==> src/rtl/pci_cfg_xlate.sv <==
module pci_cfg_xlate #(
  parameter logic [7:0] WIN_HI  = 8'h40,
  parameter int         DEV_LSB = 11
) (
  input  logic        clk,
  input  logic        rst_n,
  input  logic        req_valid,
  input  logic        req_write,
  input  logic [7:0]  req_bus,
  input  logic [4:0]  req_slot,
  input  logic [2:0]  req_func,
  input  logic [7:0]  req_reg,
  input  logic [1:0]  req_size,
  input  logic [31:0] req_wdata,
  output logic        busy,
  output logic        done,
  output logic        err,
  output logic [31:0] rdata,
  output logic        map_we,
  output logic [15:0] map_data,
  output logic        win_open,
  output logic        cyc_valid,
  output logic        cyc_write,
  output logic [31:0] cyc_addr,
  output logic [3:0]  cyc_be,
  output logic [31:0] cyc_wdata,
  input  logic        cyc_ack,
  input  logic [31:0] cyc_rdata
);

  localparam int MAX_SLOT = 31 - DEV_LSB;

  typedef enum logic [2:0] {S_IDLE, S_MAP, S_OPEN, S_CYC, S_CLOSE, S_FAULT} state_t;
  state_t state;

  logic        q_write;
  logic [7:0]  q_bus;
  logic [4:0]  q_slot;
  logic [2:0]  q_func;
  logic [7:0]  q_reg;
  logic [1:0]  q_size;
  logic [31:0] q_wdata;

  logic        far_bus;
  logic [5:0]  dev_pos;
  logic [31:0] dev_bit;
  logic [31:0] near_addr;
  logic [31:0] far_addr;
  logic        bad_req;
  logic [31:0] lane_rd;

  assign bad_req = ((req_bus == 8'd0) && (int'(req_slot) > MAX_SLOT)) || (req_size == 2'b11);

  always_ff @(posedge clk) begin
    if (!rst_n) begin
      state   <= S_IDLE;
      q_write <= 1'b0;
      q_bus   <= '0;
      q_slot  <= '0;
      q_func  <= '0;
      q_reg   <= '0;
      q_size  <= '0;
      q_wdata <= '0;
      rdata   <= '0;
    end else begin
      case (state)
        S_IDLE:
          if (req_valid) begin
            q_write <= req_write;
            q_bus   <= req_bus;
            q_slot  <= req_slot;
            q_func  <= req_func;
            q_reg   <= req_reg;
            q_size  <= req_size;
            q_wdata <= req_wdata;
            state   <= bad_req ? S_FAULT : S_MAP;
          end
        S_MAP:  state <= S_OPEN;
        S_OPEN: state <= S_CYC;
        S_CYC:
          if (cyc_ack) begin
            if (!q_write) rdata <= lane_rd;
            state <= S_CLOSE;
          end
        default: state <= S_IDLE;
      endcase
    end
  end

  assign busy      = (state != S_IDLE);
  assign done      = (state == S_CLOSE) || (state == S_FAULT);
  assign err       = (state == S_FAULT);
  assign map_we    = (state == S_MAP);
  assign win_open  = (state == S_OPEN) || (state == S_CYC);
  assign cyc_valid = (state == S_CYC);
  assign cyc_write = q_write;

  assign far_bus   = (q_bus != 8'd0);
  assign dev_pos   = {1'b0, q_slot} + 6'(DEV_LSB);
  assign dev_bit   = (dev_pos < 6'd32) ? (32'd1 << dev_pos[4:0]) : 32'd0;
  assign near_addr = {WIN_HI, 24'h0} | (dev_bit & 32'h00FF_FFFF) |
                     {21'd0, q_func, q_reg[7:2], 2'b00};
  assign far_addr  = {WIN_HI, q_bus, q_slot, q_func, q_reg[7:2], 2'b00};

  assign cyc_addr  = !far_bus ? near_addr : (q_write ? {WIN_HI, 24'h0} : far_addr);
  assign map_data  = far_bus ? 16'h000B : (16'h000A | {dev_bit[31:24], 8'h00});

  always_comb begin
    case (q_size)
      2'd0: begin
        cyc_be    = 4'b0001 << q_reg[1:0];
        cyc_wdata = {24'd0, q_wdata[7:0]} << {q_reg[1:0], 3'b000};
        lane_rd   = {24'd0, 8'(cyc_rdata >> {q_reg[1:0], 3'b000})};
      end
      2'd1: begin
        cyc_be    = q_reg[1] ? 4'b1100 : 4'b0011;
        cyc_wdata = q_reg[1] ? {q_wdata[15:0], 16'd0} : {16'd0, q_wdata[15:0]};
        lane_rd   = {16'd0, q_reg[1] ? cyc_rdata[31:16] : cyc_rdata[15:0]};
      end
      default: begin
        cyc_be    = 4'b1111;
        cyc_wdata = q_wdata;
        lane_rd   = cyc_rdata;
      end
    endcase
  end

  assert_idle_after_done_R1: assert property (@(posedge clk) disable iff (!rst_n)
    done |=> !busy);
  assert_done_implies_busy_R1: assert property (@(posedge clk) disable iff (!rst_n)
    done |-> busy);
  assert_addr_held_R2: assert property (@(posedge clk) disable iff (!rst_n)
    (cyc_valid && !cyc_ack) |=> (cyc_valid && $stable(cyc_addr) && $stable(cyc_be)));
  assert_map_code_R3: assert property (@(posedge clk) disable iff (!rst_n)
    map_we |-> (($countones(map_data[15:8]) <= 1) && (map_data[3:1] == 3'b101)));
  assert_map_before_open_R6: assert property (@(posedge clk) disable iff (!rst_n)
    $rose(win_open) |-> $past(map_we));
  assert_cyc_inside_window_R6: assert property (@(posedge clk) disable iff (!rst_n)
    cyc_valid |-> win_open);
  assert_done_window_shut_R6: assert property (@(posedge clk) disable iff (!rst_n)
    done |-> (!win_open && !cyc_valid && !map_we));
  assert_reject_no_cycle_R8: assert property (@(posedge clk) disable iff (!rst_n)
    err |-> (done && !$past(win_open) && !$past(map_we)));

endmodule

==> config.mk <==
export PLATFORM = sky130hd
export DESIGN_NAME = pci_cfg_xlate
export DESIGN_NICKNAME = d
export VERILOG_FILES = /design/src/rtl/pci_cfg_xlate.sv
export SDC_FILE = /design/constraint.sdc
export NUM_CORES = 1
export LEC_CHECK = 0
export BUFFER_PORTS_ARGS = -buffer_cell sky130_fd_sc_hd__buf_2
export CAP_MARGIN = 30
export CORE_UTILIZATION = 48
export DETAILED_ROUTE_END_ITERATION = 12
export PLACE_DENSITY = 0.85
export SETUP_SLACK_MARGIN = 0.1
export SLEW_MARGIN = 20
export SYNTH_ARGS = -nofsm -noshare
export SYNTH_HDL_FRONTEND = slang
export SYNTH_SLANG_ARGS = --single-unit
==> constraint.sdc <==
create_clock -name clk -period 2.1 [get_ports clk]
set_clock_uncertainty 0.1 [all_clocks]
set_input_delay 0.21 -clock clk [delete_from_list [all_inputs] [get_ports clk]]
set_output_delay 0.21 -clock clk [all_outputs]
set_load 0.01 [all_outputs]
==> impl_results.md, run 1 <==
- Global-route wire length before repair: 24.98 mm
- Io pins: between 200 and 250
- Area grow syn2layout: 43.04%
- Clk slew on worst S/H paths: 0.09 ns
- Layout cells sized above 1: 36.98%
- Cells after DPL: 932
- Cts bufs inserted: 9
- WP buf/inv: 1
- Worst-path fanout max: 8
- Post-synthesis adder-cell area fraction: less than 1%
- Initial antenna violation count: 0
- Worst setup SP type: flop
- Seq cells post-synth: 94
- P_int: 3067 µW
- Post-Layout Cell Count: 1001
- Top Registers: q_wdata: 32 flops, rdata: 32 flops
- DIE AREA: 10710 µm²
- Core area: 9864 µm²
- Seq/Total Area, Yosys: roughly two fifths
- Switching share of total power: about a third
- Max_cap viols: 0
- Leakage Power: between 0.003 and 0.004 µW
- Placed Area: ~6000 µm²
- TritonCTS sink count: 94
- CTS tree: built
- Most instantiated cells after synthesis: nand2_1, dfxtp_1, a21boi_0
- Final setup viols: 25
- Failing checks: negative setup slack
- Crit path cell chain: nor4_4 > nand2_2 > or4_4 > o21ai_1 > buf_2
- Seq pwr share: 43.8%
- Hold Fails Final Rpt: 0
- Ys Warns: 0
- DP Wirelength: between 10 and 15 mm
- FMAX: 0.4161 GHz
- Synth Area in Compound Gates: a little over a quarter
- Final GP Congestion: about 0.92
- Clock network fraction of total power: 27.7%
- Largest net degree at the start of global routing: 56
- Die Wd: 103.5 µm
- Slowest cell on crit path: or4_4
- Mux cell area share after synthesis: 2.075%
- WP data arrival: approximately 2.1 ns
- Slew Viols, Final: 0
- Final Total Pwr: between 4000 and 5000 µW
- Simple-Gate Fraction of Synth Area: 23.56%
- Worst slew pin tran: 0.5956 ns
- Power Dens Cells: 648.9 nW/µm²
- Design Area, Final: 7073 µm²
- Met1 Track Usage GR: 35.63%
- Area leader, netlist: dfxtp_1
- IO Port Bufs: 200
- Synth cell types: 53
- Period minus WS final: approximately 2.4 ns
- Drt drc: 0
- Top cell type's share of synthesized area: approximately two fifths
- Routed Antenna Nets: 0
- Max-slew headroom: 60.29%
- GR Layer Usage met2: 52.32%
- Grt met3 use: under 10%
- Multi-input logic area: 2945 µm²
- Fin crit share: 114.4%
- EDFF count, synth: 0
- WS Path Type: reg -> out
- Crit. End Element: primary output
- Worst path max stage delay: ~0.51 ns
- Final-layout fill cell count: between 700 and 800
- Mapped cell area: 4945 µm²
- Dominant synthesized flop cell: dfxtp_1
- Max clock buf depth: 2
- Unrepaired setup endpoints after global routing: true
- Worst skew pair latency: 0.35 ns
- HP Class: in -> reg
- Vias per inst: 5.698
- Count leader, synth: nand2_1
- Drt first-iter violations: 359
- Worst VDD drop: 0.4442 mV
- Critical Path RT: 1.79 ns
- Status: finished, violations left
- Gr usage total: 30.22%
- Routed WL: 17.67 mm
- H-Tree Depth: 3
- Comb pwr share: 28.4%
- Number of vias in the routed layout: around 5.7k
- Async SR Flop Fraction: 0%
- Mapped Avg Cell Area: 7.912 µm²
- Vias in the first global route: 5232
- Psw: 1523 µW
- Wire per inst: between 15 and 20 µm
- Ant. Diodes: 0
- Initial Util: 50.13%
- Pre-antenna DRT Iters: 5
- Row Count: 36
- Main area contributors after synthesis: dfxtp_1, nand2_1, a21boi_0
- Die Span Y: 103.5 µm
- Most used routing layer: met2
- Largest family of logic cells by synthesized area: compound AO/OA/AOI/OAI gates
- Mapped Cells: 625
- Final WS setup: -0.3034 ns
- Root buffer cell: clkbuf_8
- Storage cell area: 1909 µm²
- Global route overflow: 0
- Post-Synth XOR/XNOR Area: 0.1771%
- Nets: 960
- CP delay by family, top: simple AND/OR/NAND/NOR gates
layout by cell type (no fill, tap or decap), types with 3 or more instances in the layout:
cell,netlist,final
inv_1,22,20
a21boi_1,3,3
o221ai_1,6,6
a22o_1,23,23
a221oi_1,4,4
a22oi_1,3,3
o21ai_0,20,19
nor2_1,26,22
dfxtp_1,94,84
and2_1,17,9
o21ai_1,4,5
a222oi_1,5,5
o22ai_2,0,7
nor2_4,0,3
and2_4,0,7
nand2_2,1,3
nor2b_1,4,3
nand2_1,159,156
dfxtp_4,0,6
buf_2,11,194
dfxtp_2,0,4
conb_1,2,17
buf_6,3,8
a221oi_2,4,4
nand3_1,26,26
dlygate4sd3_1,0,34
clkbuf_8,0,10
buf_12,0,5
buf_4,20,32
mux2i_1,8,8
o31ai_2,3,3
a21boi_0,72,72
through the flow:
stage,util (%),setup TNS [ns],hold slack (ns),setup WS [ns]
2_1_floorplan,-,0,0.2448,0.1756
3_3_place_gp,61.28,0,0.3449,0.01975
3_5_place_dp,61.28,-0.005107,0.3538,-0.005107
4_1_cts,69.50,-1.818,0.001174,-0.1716
5_1_grt,71.70,-5.683,0.002338,-0.3655
6_report,71.70,-3.923,0.01103,-0.3034
final timing paths:
check                                   start      endpoint  slack, ns  cells after the start
worst max-delay path                 q_bus[0]  cyc_addr[14]      -0.30                      5
worst min-delay path            req_wdata[20]   q_wdata[20]       0.01                      3
worst max register to register       state[2]   q_wdata[25]       0.27                      5
worst min register to register      rdata[16]     rdata[16]       0.36                      2
worst min-delay path, delay by kind of cell:
kind	cells	cell delay, ns
AOI/OAI and AO/OA	1	0.07
buffers and inverters	1	0.09
and+or+nand+nor	1	0.04
cell families after synthesis:
family                     Yosys count
AOI/OAI and AO/OA                  172
adders and majority gates            2
buffers and inverters               86
other                                2
muxes                               10
DFF                                 94
and+or+nand+nor                    258
xor gates and xnor gates             1
power groups by stage:
stage / Combinational [µW] / Clock (µW) / Sequential [µW]
5_1_grt: 1410 / 1360 / 2020
3_5_place_dp: 1020 / 0 / 2030
2_1_floorplan: 657 / 0 / 2000
4_1_cts: 1180 / 1290 / 2000
6_report: 1310 / 1270 / 2010
3_3_place_gp: 1000 / 0 / 2020
final cells by class:
class	instances	area share (%)
clock buffer	10	1.946
sequential	94	26.99
timing repair buffer	274	24.84
multi-input combinational	462	41.64
clock inverter	6	0.9729
inverter	22	1.256
tap	133	2.353
routing by layer:
| metal | routed length (µm) | vias to the layer above |
|---|---|---|
| li1 | - | 2609 |
| met1 | 6766 | 2672 |
| met2 | 8742 | 350 |
| met3 | 1386 | 73 |
| met4 | 777 | 0 |
| met5 | 0 | - |
what timing repair did:
| action | CTS | global route |
|---|---|---|
| cloned | 1 | 1 |
| endpoints found under the setup margin | 61 | 48 |
| hold buffers | 34 | 0 |
| endpoints found under the hold margin | 34 | 0 |
| gates resized for setup | 50 | 31 |
| pin swaps | 14 | 11 |
| setup buffers | 9 | 11 |
No activity file was read; power rests on OpenSTA's default activity.
==> run 2: changes to the inputs <==
--- a/config.mk
+++ b/config.mk
@@ -10,6 +10,7 @@
 export CORE_UTILIZATION = 48
 export DETAILED_ROUTE_END_ITERATION = 12
 export PLACE_DENSITY = 0.85
+export RECOVER_POWER = 100
 export SETUP_SLACK_MARGIN = 0.1
 export SLEW_MARGIN = 20
 export SYNTH_ARGS = -nofsm -noshare
==> run 2 against run 1 <==
The run still ends with negative setup slack left. Flip-flop and latch count is the same. Final cell count is the same. Fmax grew 0.20%. Sequential power is essentially flat. Clock power is essentially flat. Combinational power is essentially flat. Setup slack gained 0.0048 ns. Critical path type unchanged.
==> impl_results.md, run 2 (synthesis gave the netlist of run 1 again) <==
- Ant. Diodes: 0 (unchanged)
- Most used routing layer: met2
- Met1 Track Usage GR: 35.63% (unchanged)
- Fin crit share: 114.2% (-0.23 points)
- Nets: 960 (unchanged)
- Vias in the first global route: 5232 (unchanged)
- Gr usage total: 30.22% (unchanged)
- FMAX: 0.4169 GHz (+0.20%)
- HP Class: in -> reg
- Final-layout fill cell count: 779 (+2.6%)
- Storage cell area: 1909 µm² (unchanged)
- GR Layer Usage met2: 52.32% (unchanged)
- Routed WL: 17.73 mm (+0.29%)
- Final WS setup: -0.2986 ns (+0.004766 ns)
- Failing checks: negative setup slack
- Critical Path RT: 1.79 ns (about the same)
- Fin Setup TNS: -4.156 ns (-0.2328 ns)
- Worst slew pin tran: 0.6010 ns (+0.005421 ns)
- Largest net degree at the start of global routing: 56 (unchanged)
- TritonCTS sink count: 94 (unchanged)
- Worst r2r path cells: 5 (unchanged)
- Wire per inst: 17.71 µm (+0.29%)
- IO Port Bufs: 200 (unchanged)
- Max clock buf depth: 2 (unchanged)
- Initial Util: 50.13% (unchanged)
- Max-slew headroom: 59.93% (-0.36 points)
- Vias per inst: 5.688 (-0.18%)
- Final setup viols: 39 (+56%)
- Drt first-iter violations: 378 (+5.3%)
- Global-route wire length before repair: 24.98 mm (unchanged)
- Number of vias in the routed layout: 5694 (-0.18%)
- Drt drc: 0 (unchanged)
- Die Wd: 103.5 µm (unchanged)
- Layout cells sized above 1: 32.72% (-4.3 points)
- Post-Route Utilization: 71.17% (-0.53 points)
- Root buffer cell: clkbuf_8
- Leakage Power: 0.003049 µW (-4.9%)
- WS Path Type: reg -> out
- Cts bufs inserted: 9 (unchanged)
- Placed Area: 6045 µm² (unchanged)
- Commonest cells after routing, fill and taps aside: buf_2, nand2_1, dfxtp_1
- Final GP Congestion: 0.9245 (unchanged)
- Io pins: 218 (unchanged)
- Hold Fails Final Rpt: 0 (unchanged)
- DIE AREA: 10710 µm² (unchanged)
- Die Span Y: 103.5 µm (unchanged)
- DP Wirelength: 10.90 mm (unchanged)
- Status: finished, violations left
- Multi-input logic area: 2939 µm² (-0.21%)
- Routed Antenna Nets: 0 (unchanged)
- Grt met3 use: 6.519% (unchanged)
- Power Dens Cells: 652.3 nW/µm² (+0.53%)
- Pre-antenna DRT Iters: 6 (+1)
- Unrepaired setup endpoints after global routing: true
- Worst setup SP type: flop
- Max_cap viols: 0 (unchanged)
- CTS tree: built
- Worst VDD drop: 0.4424 mV (-0.39%)
- Slew Viols, Final: 0 (unchanged)
- Top Registers: q_wdata: 32 flops, rdata: 32 flops
- Core area: 9864 µm² (unchanged)
- Commonest non-fill, non-tap cell in the layout: buf_2
- Period minus WS final: 2.399 ns (-0.004766 ns)
- Design Area, Final: 7020 µm² (-0.74%)
- Initial antenna violation count: 0 (unchanged)
- Row Count: 36 (unchanged)
- Clk slew on worst S/H paths: 0.09 ns (about the same)
- Crit. End Element: primary output
- Area grow syn2layout: 41.98%
- WP data arrival: 2.09 ns (about the same)
- Worst-path fanout max: 8 (unchanged)
- H-Tree Depth: 3 (unchanged)
- Worst skew pair latency: 0.35 ns (about the same)
- Global route overflow: 0 (unchanged)
- Hold-critical path depth: 3 (unchanged)
-- run 2: cell count changes in the layout (fill, tap and decap cells not counted), sizes merged --
cell / change
buf: -36
clkbuf: +36
-- run 2: stage by stage --
stage / worst slack [ns] / power (µW) / cells / hold slack (ns)
2_1_floorplan: 0.1756 / 2656 / 640 / 0.2448
3_3_place_gp: 0.01975 / 3028 / 932 / 0.3449
3_5_place_dp: -0.005107 / 3049 / 932 / 0.3538
4_1_cts: -0.1716 / 4470 / 990 / 0.001174
5_1_grt: -0.3655 / 4776 / 1001 / 0.002338
6_report: -0.2986 / 4580 / 1001 / 0.01957
-- run 2: critical path: stages (launching register included) --
cell	delay (ns)
dfxtp_1	0.37
nor4_4	0.33
nand2_2	0.11
or4_4	0.51
o21ai_1	0.24
buf_2	0.18
-- run 2: layout make-up --
class | count | share of cell area [%]
flip-flops and latches | 94 | 27.20
inverters | 22 | 1.265
well taps | 133 | 2.370
clock buffers | 10 | 1.960
repair buffers | 274 | 24.36
multi-input cells | 462 | 41.86
clock inverters | 6 | 0.9802
-- run 2: repair_timing --
item / CTS / global route
endpoints found under the setup margin: 61 / 48
hold buffers: 34 / 0
pin swaps: 14 / 11
endpoints found under the hold margin: 34 / 0
resized for setup: 50 / 31
gates cloned: 1 / 1
buffers inserted: 9 / 11
-- run 2: power breakdown --
part / internal [µW] / switching, µW
Combinational: 578 / 722
Sequential: 1890 / 119
Clock: 590 / 678
-- run 2: final timing paths --
path / from / end / slack, ns
setup reg to reg: state[2] / q_wdata[25] / -0.06
hold reg to reg: rdata[18] / rdata[18] / 0.37
setup / recovery: q_bus[0] / cyc_addr[14] / -0.30
hold / removal: req_wdata[13] / q_wdata[13] / 0.02
-- run 2: layer usage --
layer  part of all wire [%]  vias to the layer above
met1                     37                     2659
met2                     50                      354
met4                    4.4                        0
met5                      0                        -
met3                    8.4                       68
li1                       -                     2613
